<file path="config.mk">
export PLATFORM = sky130hd
export DESIGN_NAME = pnp_card_ctrl
export DESIGN_NICKNAME = d
export VERILOG_FILES = /design/src/rtl/pnp_pkg.sv /design/src/rtl/pnp_key_match.sv /design/src/rtl/pnp_isolate.sv /design/src/rtl/pnp_card_ctrl.sv
export SDC_FILE = /design/constraint.sdc
export NUM_CORES = 1
export LEC_CHECK = 0
export BUFFER_PORTS_ARGS = -buffer_cell sky130_fd_sc_hd__buf_2
export CAP_MARGIN = 20
export CORE_UTILIZATION = 56
export DETAILED_ROUTE_END_ITERATION = 12
export GPL_TIMING_DRIVEN = 0
export PLACE_DENSITY = 0.8
export RECOVER_POWER = 25
export SLEW_MARGIN = 30
export SYNTH_ARGS = -nofsm -noshare
export SYNTH_HDL_FRONTEND = slang
export SYNTH_SLANG_ARGS = --single-unit
</file>
<file path="constraint.sdc">
create_clock -name clk -period 2.2 [get_ports clk]
set_input_delay 0.11 -clock clk [delete_from_list [all_inputs] [get_ports clk]]
set_output_delay 0.11 -clock clk [all_outputs]
set_load 0.02 [all_outputs]
</file>
<file path="src/rtl/pnp_pkg.sv">
package pnp_pkg;

    typedef enum logic [1:0] {
        ST_WFK   = 2'd0,
        ST_SLEEP = 2'd1,
        ST_ISO   = 2'd2,
        ST_CFG   = 2'd3
    } card_state_e;

    localparam logic [7:0] IDX_RDPORT = 8'h00;
    localparam logic [7:0] IDX_SERIAL = 8'h01;
    localparam logic [7:0] IDX_CTRL   = 8'h02;
    localparam logic [7:0] IDX_WAKE   = 8'h03;
    localparam logic [7:0] IDX_CSN    = 8'h06;
    localparam logic [7:0] IDX_LDN    = 8'h07;

    typedef struct packed {
        card_state_e st;
        logic [7:0]  idx;
        logic [7:0]  csn;
        logic [7:0]  ldn;
        logic [9:0]  rdport;
        logic        dev_rst;
        logic        ptr_rst;
    } ctl_regs_t;

    // One step of the initiation-key generator
    function automatic logic [7:0] key_next(input logic [7:0] cur);
        return {cur[1] ^ cur[0], cur[7:1]};
    endfunction

endpackage

</file>
<file path="src/rtl/pnp_key_match.sv">
module pnp_key_match #(
    parameter int         KEY_LEN  = 8,
    parameter logic [7:0] KEY_SEED = 8'h6A
) (
    input  logic       clk,
    input  logic       rst_n,
    input  logic       armed,
    input  logic       addr_wr,
    input  logic [7:0] wdata,
    output logic       key_done
);
    import pnp_pkg::*;

    localparam int CW = (KEY_LEN > 1) ? $clog2(KEY_LEN) : 1;
    localparam logic [CW-1:0] LAST = CW'(KEY_LEN - 1);

    logic [7:0]    exp_d, exp_q;
    logic [CW-1:0] cnt_d, cnt_q;
    logic          hit;

    assign hit      = armed && addr_wr && (wdata == exp_q);
    assign key_done = hit && (cnt_q == LAST);

    always_comb begin
        exp_d = exp_q;
        cnt_d = cnt_q;
        if (!armed || key_done || (addr_wr && !hit)) begin
            exp_d = KEY_SEED;
            cnt_d = '0;
        end else if (hit) begin
            exp_d = key_next(exp_q);
            cnt_d = cnt_q + 1'b1;
        end
    end

    always_ff @(posedge clk or negedge rst_n) begin
        if (!rst_n) begin
            exp_q <= KEY_SEED;
            cnt_q <= '0;
        end else begin
            exp_q <= exp_d;
            cnt_q <= cnt_d;
        end
    end

endmodule

</file>
<file path="src/rtl/pnp_isolate.sv">
module pnp_isolate #(
    parameter int                  ID_BITS = 16,
    parameter logic [ID_BITS-1:0]  CARD_ID = 16'hA5C3
) (
    input  logic clk,
    input  logic rst_n,
    input  logic start,
    input  logic sample,
    input  logic bus_bit,
    output logic my_bit,
    output logic lost,
    output logic won
);
    localparam int IW = (ID_BITS > 1) ? $clog2(ID_BITS) : 1;
    localparam logic [IW-1:0] LAST = IW'(ID_BITS - 1);

    logic [IW-1:0] pos_d, pos_q;
    logic          won_d, won_q;

    assign my_bit = CARD_ID[pos_q];
    assign lost   = sample && !won_q && !my_bit && bus_bit;
    assign won    = won_q;

    always_comb begin
        pos_d = pos_q;
        won_d = won_q;
        if (start) begin
            pos_d = '0;
            won_d = 1'b0;
        end else if (sample && !won_q && !lost) begin
            if (pos_q == LAST) won_d = 1'b1;
            else               pos_d = pos_q + 1'b1;
        end
    end

    always_ff @(posedge clk or negedge rst_n) begin
        if (!rst_n) begin
            pos_q <= '0;
            won_q <= 1'b0;
        end else begin
            pos_q <= pos_d;
            won_q <= won_d;
        end
    end

endmodule

</file>
<file path="src/rtl/pnp_card_ctrl.sv">
module pnp_card_ctrl #(
    parameter int                 KEY_LEN = 8,
    parameter int                 ID_BITS = 16,
    parameter logic [ID_BITS-1:0] CARD_ID = 16'hA5C3,
    parameter int                 NUM_LDN = 4
) (
    input  logic       clk,
    input  logic       rst_n,
    input  logic       addr_wr,
    input  logic       data_wr,
    input  logic       rd_strobe,
    input  logic [7:0] wdata,
    input  logic       iso_bus_bit,
    output logic [7:0] rdata,
    output logic       rd_drive,
    output logic [1:0] state_o,
    output logic [7:0] csn_o,
    output logic [7:0] ldn_o,
    output logic [9:0] rd_port_o,
    output logic       dev_reset_o,
    output logic       ptr_reset_o
);
    import pnp_pkg::*;

    localparam bit MULTI_LDN = (NUM_LDN > 1);

    ctl_regs_t r_d, r_q;
    logic key_done, iso_start, iso_sample, iso_bit, iso_lost, iso_won;
    logic wake_hit;
    logic [7:0] ldn_view, rd_val;

    pnp_key_match #(.KEY_LEN(KEY_LEN), .KEY_SEED(8'h6A)) u_key (
        .clk(clk), .rst_n(rst_n),
        .armed(r_q.st == ST_WFK),
        .addr_wr(addr_wr), .wdata(wdata),
        .key_done(key_done)
    );

    pnp_isolate #(.ID_BITS(ID_BITS), .CARD_ID(CARD_ID)) u_iso (
        .clk(clk), .rst_n(rst_n),
        .start(iso_start), .sample(iso_sample), .bus_bit(iso_bus_bit),
        .my_bit(iso_bit), .lost(iso_lost), .won(iso_won)
    );

    assign wake_hit   = data_wr && (r_q.idx == IDX_WAKE) &&
                        (r_q.st == ST_SLEEP) && (wdata == r_q.csn);
    assign iso_start  = wake_hit && (wdata == 8'h00);
    assign iso_sample = rd_strobe && (r_q.st == ST_ISO) && (r_q.idx == IDX_SERIAL);

    generate
        if (MULTI_LDN) begin : g_multi
            assign ldn_view = r_q.ldn;
        end else begin : g_single
            assign ldn_view = 8'h00;
        end
    endgenerate

    always_comb begin
        r_d         = r_q;
        r_d.dev_rst = 1'b0;
        r_d.ptr_rst = 1'b0;
        if (r_q.st == ST_WFK) begin
            if (key_done) r_d.st = ST_SLEEP;
        end else begin
            if (addr_wr) r_d.idx = wdata;
            if (data_wr) begin
                case (r_q.idx)
                    IDX_RDPORT: r_d.rdport = {wdata, 2'b00};
                    IDX_CTRL: begin
                        if (wdata[0]) begin
                            r_d.dev_rst = 1'b1;
                            r_d.ldn     = 8'h00;
                        end
                        if (wdata[1]) r_d.st  = ST_WFK;
                        if (wdata[2]) r_d.csn = 8'h00;
                    end
                    IDX_WAKE: begin
                        if (wake_hit) begin
                            r_d.st      = (wdata == 8'h00) ? ST_ISO : ST_CFG;
                            r_d.ptr_rst = 1'b1;
                        end
                    end
                    IDX_CSN: begin
                        if (r_q.st == ST_CFG) begin
                            r_d.csn = wdata;
                        end else if (r_q.st == ST_ISO && iso_won) begin
                            r_d.csn = wdata;
                            r_d.st  = ST_CFG;
                        end
                    end
                    IDX_LDN: begin
                        if (MULTI_LDN && r_q.st == ST_CFG &&
                            ({24'd0, wdata} < NUM_LDN))
                            r_d.ldn = wdata;
                    end
                    default: ;
                endcase
            end
            if (iso_lost) r_d.st = ST_SLEEP;
        end
    end

    always_ff @(posedge clk or negedge rst_n) begin
        if (!rst_n) begin
            r_q <= '{st: ST_WFK, idx: 8'h00, csn: 8'h00, ldn: 8'h00,
                     rdport: 10'h000, dev_rst: 1'b0, ptr_rst: 1'b0};
        end else begin
            r_q <= r_d;
        end
    end

    always_comb begin
        rd_val   = 8'h00;
        rd_drive = 1'b0;
        if (rd_strobe) begin
            if (r_q.st == ST_ISO && r_q.idx == IDX_SERIAL && !iso_won) begin
                rd_drive = 1'b1;
                rd_val   = iso_bit ? 8'h55 : 8'h00;
            end else if (r_q.st == ST_CFG && r_q.idx == IDX_CSN) begin
                rd_drive = 1'b1;
                rd_val   = r_q.csn;
            end else if (r_q.st == ST_CFG && r_q.idx == IDX_LDN) begin
                rd_drive = 1'b1;
                rd_val   = ldn_view;
            end
        end
    end

    assign rdata       = rd_val;
    assign state_o     = r_q.st;
    assign csn_o       = r_q.csn;
    assign ldn_o       = ldn_view;
    assign rd_port_o   = r_q.rdport;
    assign dev_reset_o = r_q.dev_rst;
    assign ptr_reset_o = r_q.ptr_rst;

endmodule

</file>
== Yosys cells after proc, flatten, opt, wreduce, memory -nomap -nowiden ==
Memories as Yosys holds them, arrays and structs flattened.
Index checks and enable logic that the tools add are counted.
Word-level totals
  register bits: 52
  bits in read-only memories: 16
  bits of input ports: 14
  output and inout port bits: 39
  word-level logic and storage cells: 127
  memories kept: 1
Memories
  (no name shown): depth 16, width 1, rd ports 1, clocked after memory_dff 0, write ports 0, RTL line pnp_isolate.sv:20  | assign my_bit = CARD_ID[pos_q];
Operators by class
  add/subtract/negate cells: 2
  $lt $le $gt $ge: 2
  equality and inequality tests: 22
  mux-type cells: 43
  bitwise logic cells: 2
  reductions and logical operators: 44
Operators by type and width (number)
  8-bit 2-to-1 mux: 11
  8-bit case mux with 2 select lines: 2
  1-bit logical AND: 20
  2-bit 2-to-1 mux: 10
  8-bit by 2-bit == test with 1-bit output (second input constant): 2
  8-bit by 3-bit == test with 1-bit output (second input constant): 2
  8-bit == test: 2
  8-bit zero test: 2
  4-bit by 2-bit != test with 1-bit output (second input constant): 4
  1-bit 2-to-1 mux: 13
  4-bit 2-to-1 mux: 3
  2-bit != test (second input constant): 5
  5-bit AND reduction: 2
  2-bit nonzero test: 5
  8-bit by 1-bit == test with 1-bit output (second input constant): 1
  8-bit by 3-bit < comparator with 1-bit output (second input constant): 1
  7-bit 2-to-1 mux: 1
  7-bit AND reduction: 1
  3-bit 2-to-1 mux: 2
  2-bit case mux with 3 select lines: 1
  2-bit AND reduction: 3
  1-bit zero test: 5
  4-bit by 5-bit < comparator with 1-bit output (second input constant): 1
  5-bit nonzero test: 1
  13 further kinds: 15

== Logic depth before layout (Yosys ltp) ==
  depth in word-level cells: 10
  depth in mapped cells: 8
  gate-level depth less buffers: 6

== By module ==
From an unflattened synthesis, not the netlist that was laid out.
Unflattened totals
  cells, all modules: 281
  area, all modules: 2971.6 sq um
By module, submodules not included
  pnp_card_ctrl: times used 1, cells each 200, area each 2059.5 sq um, seq. area each 900.9 sq um
  pnp_key_match: times used 1, cells each 47, area each 574.3 sq um, seq. area each 280.3 sq um
  pnp_isolate: times used 1, cells each 34, area each 337.8 sq um, seq. area each 125.1 sq um

== Least setup slack after synthesis ==
Ideal clock, no wire load.
  path type: flip-flop to flip-flop
  from: register r_q[30] (netlist name)
  to: register r_q (netlist bit ldn_o[1])
  library setup time: 0.125 ns
  arrival time: 1.843 ns
  data required time: 2.075 ns
  slack: 0.232 ns
  stages on the path, launching flop included: 7
  path buffers: 1
  period minus slack after synthesis: 1.968 ns
  path through: dfrtp_1 -> clkbuf_1 -> nand4_1 -> nor4_1 -> a21oi_1 -> nor2_1 -> mux2_2
Between the ends
  cells in the longest elaborated chain, start to end: 3
  elaborated cells on any way between the ends: 7
  those cells by class: eq/ne (4); mux (1); reduce/logical (2)
Ends and longest elaborated chain
  start, declared: RTL line pnp_card_ctrl.sv:27  | ctl_regs_t r_d, r_q;
  start signal, assigned: RTL line pnp_card_ctrl.sv:105  | r_q <= '{st: ST_WFK, idx: 8'h00, csn: 8'h00, ldn: 8'h00,
  start signal, assigned: RTL line pnp_card_ctrl.sv:108  | r_q <= r_d;
  8-bit by 3-bit == test with 1-bit output / 8-bit by 2-bit == test with 1-bit output (equally long branches): RTL line pnp_card_ctrl.sv:67  | case (r_q.idx)
  2-bit != test (no line) / 2-bit nonzero test (equally long branches)
  5-bit AND reduction (no line)
Parallel ways exist; a longest one is shown, timed or not.
A chain may end at the register's enable or synchronous reset.

== Final worst setup path ==
  from: register r_q (netlist bit csn_o[7])
  to: register r_q (netlist bit state_o[1])
Between the ends
  cells in the longest elaborated chain, start to end: 4
Ends and longest elaborated chain
  8-bit == test: RTL line pnp_card_ctrl.sv:46  | (r_q.st == ST_SLEEP) && (wdata == r_q.csn);
  1-bit logical AND: RTL line pnp_card_ctrl.sv:46
  4-bit by 2-bit != test with 1-bit output (no line)
  7-bit AND reduction (no line)
Every way passes these cells.

==> results by group <==
Outcome
  • Status: finished clean

Floorplanning
  • I/O pin total: between 50 and 60
  • Die ar.: 5746 um^2
  • Cell row count: 26
  • Chip width: around 76 um
  • Core area: 5172 um^2
  • Starting Density: 0.5897
  • Die Y-Extent: 75.81 um

Clock network
  • TritonCTS clock tree: done
  • Clock Tree Buf Depth: 2
  • Clock Latency Late Sink: 310 ps
  • CTS buffer count: 5
  • Clk sinks: 52
  • Clk slew on worst S/H paths: 90 ps
  • H-tree levels: 2
  • Clock root cell: clkbuf_8

Finish
  • Syn-to-layout area delta: 17.15%
  • Fraction of layout cells with a size suffix above 1: 0.3595
  • NumNets Final: roughly 390
  • ANT cells: 0
  • Non-filler cells, final: 440
  • Area of the multi-input gates: 1460 um^2
  • Reg area: 1309 um^2
  • Layout fillers: 404

Synth
  • Top cells by area, synth: dfrtp_1, buf_4, mux2_2, xnor2_1, nor2_1
  • Post-Synth Adder-Cell Area: 0.01641
  • Post-synth top cells: dfrtp_1, nor2_1, buf_4
  • Syn avg cell area: between 9 and 10 um^2
  • Synth top area share: 0.3938
  • Synth area leader: dfrtp_1
  • Post-synth cell types: 53
  • Xor/xnor share of the synthesized area: 0.06317
  • Ys async rst share: 1.000
  • Syn Std Cell Area: about 3100 um^2
  • Predominant post-synthesis flop cell: dfrtp_1
  • Main combinational cell family by area after synthesis: simple AND/OR/NAND/NOR gates
  • Post-synthesis compound-gate area fraction: 0.08737
  • Cell with the most instances after synthesis: dfrtp_1
  • Number of synthesis warnings: 0
  • Post-synthesis simple-gate area fraction: 0.2088
  • Mux share of post-synthesis cell area: 0.08573
  • Synthesized instance count: approximately 310
  • Number of flops mapped to enable cells by yosys: 0
  • Number of synthesized register bits: 52
  • Post-synthesis sequential area ratio: 0.4282

Timing
  • Fmax: 465.0 MHz
  • Slew headroom: 0.1502
  • Endpoints failing hold: 0
  • Slew Limit Fails: 0
  • Least-Margin Pin Slew: 1275 ps
  • Setup TNS: 0 ps
  • Final setup fails: 0
  • Worst clock skew: 8.879 ps
  • Final Cycle Share: 0.9775
  • Final min period: 2150 ps

Worst setup path
  • Slowest-stage cell, CP: nor4_1
  • Crit path arrival time: 2390 ps
  • Worst setup path class: reg2reg
  • Worst EP required: 2440 ps
  • Worst Path Max Fanout: 4
  • Crit-path max cell delay: 550 ps
  • Critical Path End Type: flip-flop
  • Startpoint Class: flip-flop
  • Worst path cell trace: xor2_1 -> nor4_1 -> a31oi_1 -> or4_1 -> a21oi_1

GRT
  • Initial antenna violation count: 0
  • Vias in the first global route: 2,155
  • Largest net degree at the start of global routing: 53
  • Tot GR Track Use: 0.2469
  • Grt total ovfl: 0
  • First-pass GRT wire length: around 10,000 um

Min path
  • Hold Crit Class: in2reg

Routing
  • First-pass DRT Iterations: 4
  • Residual DRC: 0
  • Via count: between 2,000 and 2,500
  • Post-route ant nets: 0
  • WL/cell: 15.32 um
  • Post-Route WL: 6739 um
  • DR vias/cell: 5.470
  • Drt first-iter violations: 113

Placement
  • GPL Wtd Cong: 0.8385
  • Dpl hpwl: 4606 um
  • PortBufs: 43
  • # placed instances: 425

Power
  • Leakage: 1.832 nW
  • PD cells: around 460 nW/um^2
  • Peak supply drop: 0.0003751 V

Run
  • Max Cap Viol: 0
## metal layers
metal / wire length, um / share of wire / GRT usage / vias up
li1: - / - / - / 1159
met1: 2956 / 0.44 / 0.3336 / 1147
met2: 3237 / 0.48 / 0.3913 / 88
met3: 377 / 0.056 / 0.04365 / 13
met4: 167 / 0.025 / 0.1070 / 0
met5: 0 / 0 / 0 / -
## path summary, 6_finish.rpt
| check | from | end | slack [ps] | cells past startpoint |
|---|---|---|---|---|
| worst max-delay path | csn_o[7]$_DFFE_PN0P_ | state_o[1]$_DFFE_PN0P_ | 50 | 5 |
| worst min-delay path | wdata[1] | csn_o[1]$_DFFE_PN0P_ | 70 | 3 |
| worst max register to register | csn_o[7]$_DFFE_PN0P_ | state_o[1]$_DFFE_PN0P_ | 50 | 5 |
| worst min register to register | rd_port_o[2]$_DFFE_PN0P_ | rd_port_o[2]$_DFFE_PN0P_ | 510 | 1 |
| max in group asynchronous | rst_n | r_q[31]$_DFFE_PN0P_ | 740 | 2 |
| min in group asynchronous | rst_n | u_iso.pos_q[0]$_DFFE_PN0P_ | 610 | 2 |
## cell families (layout without fill, tap and decap cells)
group,Yosys count,in the layout
xor+xnor,22,22
fa+ha+maj,4,4
other cells,1,2
mux,24,24
compound gates,39,39
flops,52,52
simple gates,117,117
buf+inv,52,110
## layout make-up
cell class | instances | share of cell area
plain buffers | 43 | 0.08753
flip-flops and latches | 52 | 0.3662
repair buffers | 50 | 0.07563
multi-input cells | 208 | 0.4086
well taps | 70 | 0.02451
inverters | 9 | 0.009454
clock buffers | 8 | 0.02801
## per-stage QoR
stage	setup WS (ps)	power [mW]	hold slack [ps]	area, um^2	utilization
final	49.55	1.641	68.05	3573	0.6909
after floorplan	232.1	1.024	-185.6	3054	-
after global routing	-100.1	1.698	86.28	3573	0.6909
after detailed placement	-192.7	1.067	183.3	3359	0.6495
after global placement	-171.0	1.064	390.3	3357	0.6490
after CTS	-25.66	1.660	55.90	3521	0.6807
## flip-flops by register name (all words and copies together) (netlist names)
signal	flops
u_key.exp_q	8
ptr_reset_o	1
rd_port_o	8
dev_reset_o	1
u_key.cnt_q	3
r_q	8
state_o	2
u_iso.won	1
csn_o	8
ldn_o	8
u_iso.pos_q	4
## where the power goes
group | switching, mW | internal, mW | leakage, nW
logic | 0.0626 | 0.0294 | 1.08
registers | 0.000696 | 0.956 | 0.699
clock network | 0.305 | 0.288 | 0.0515
total | 0.368 | 1.27 | 1.83
## worst max-delay path, delay by kind of cell, from the launching register on
kind                      cells  cell delay [ps]
AOI/OAI and AO/OA             2              420
DFF                           1              440
and+or+nand+nor               2             1060
xor gates and xnor gates      1              160
## layout by cell type, fill, tap and decap left out, types with 4 or more instances in the layout
master,synthesis,routed
xor2_1,8,8
nand4_1,6,6
a22oi_1,7,7
nand2_1,21,21
o21bai_1,4,4
nor4_1,8,7
nor2_1,32,30
mux2i_1,7,7
mux2_2,17,17
clkbuf_1,7,5
dfrtp_1,48,46
nand3_1,11,11
o21a_1,7,7
buf_4,30,36
nor3_1,6,5
clkbuf_2,1,4
a21oi_1,8,8
buf_2,1,43
dfstp_2,4,4
ha_1,4,4
nor2b_1,12,12
inv_1,9,9
clkbuf_8,0,7
xnor2_1,14,14
## timing repair
action                                  4_1_cts  5_1_grt
pin swaps                                     2        5
hold endpoints to repair                     48        0
hold buffers                                  1        0
resized for setup                             9       10
endpoints found under the setup margin       11       11
setup buffers                                 3        3
Power figures use the tool's default switching activity.
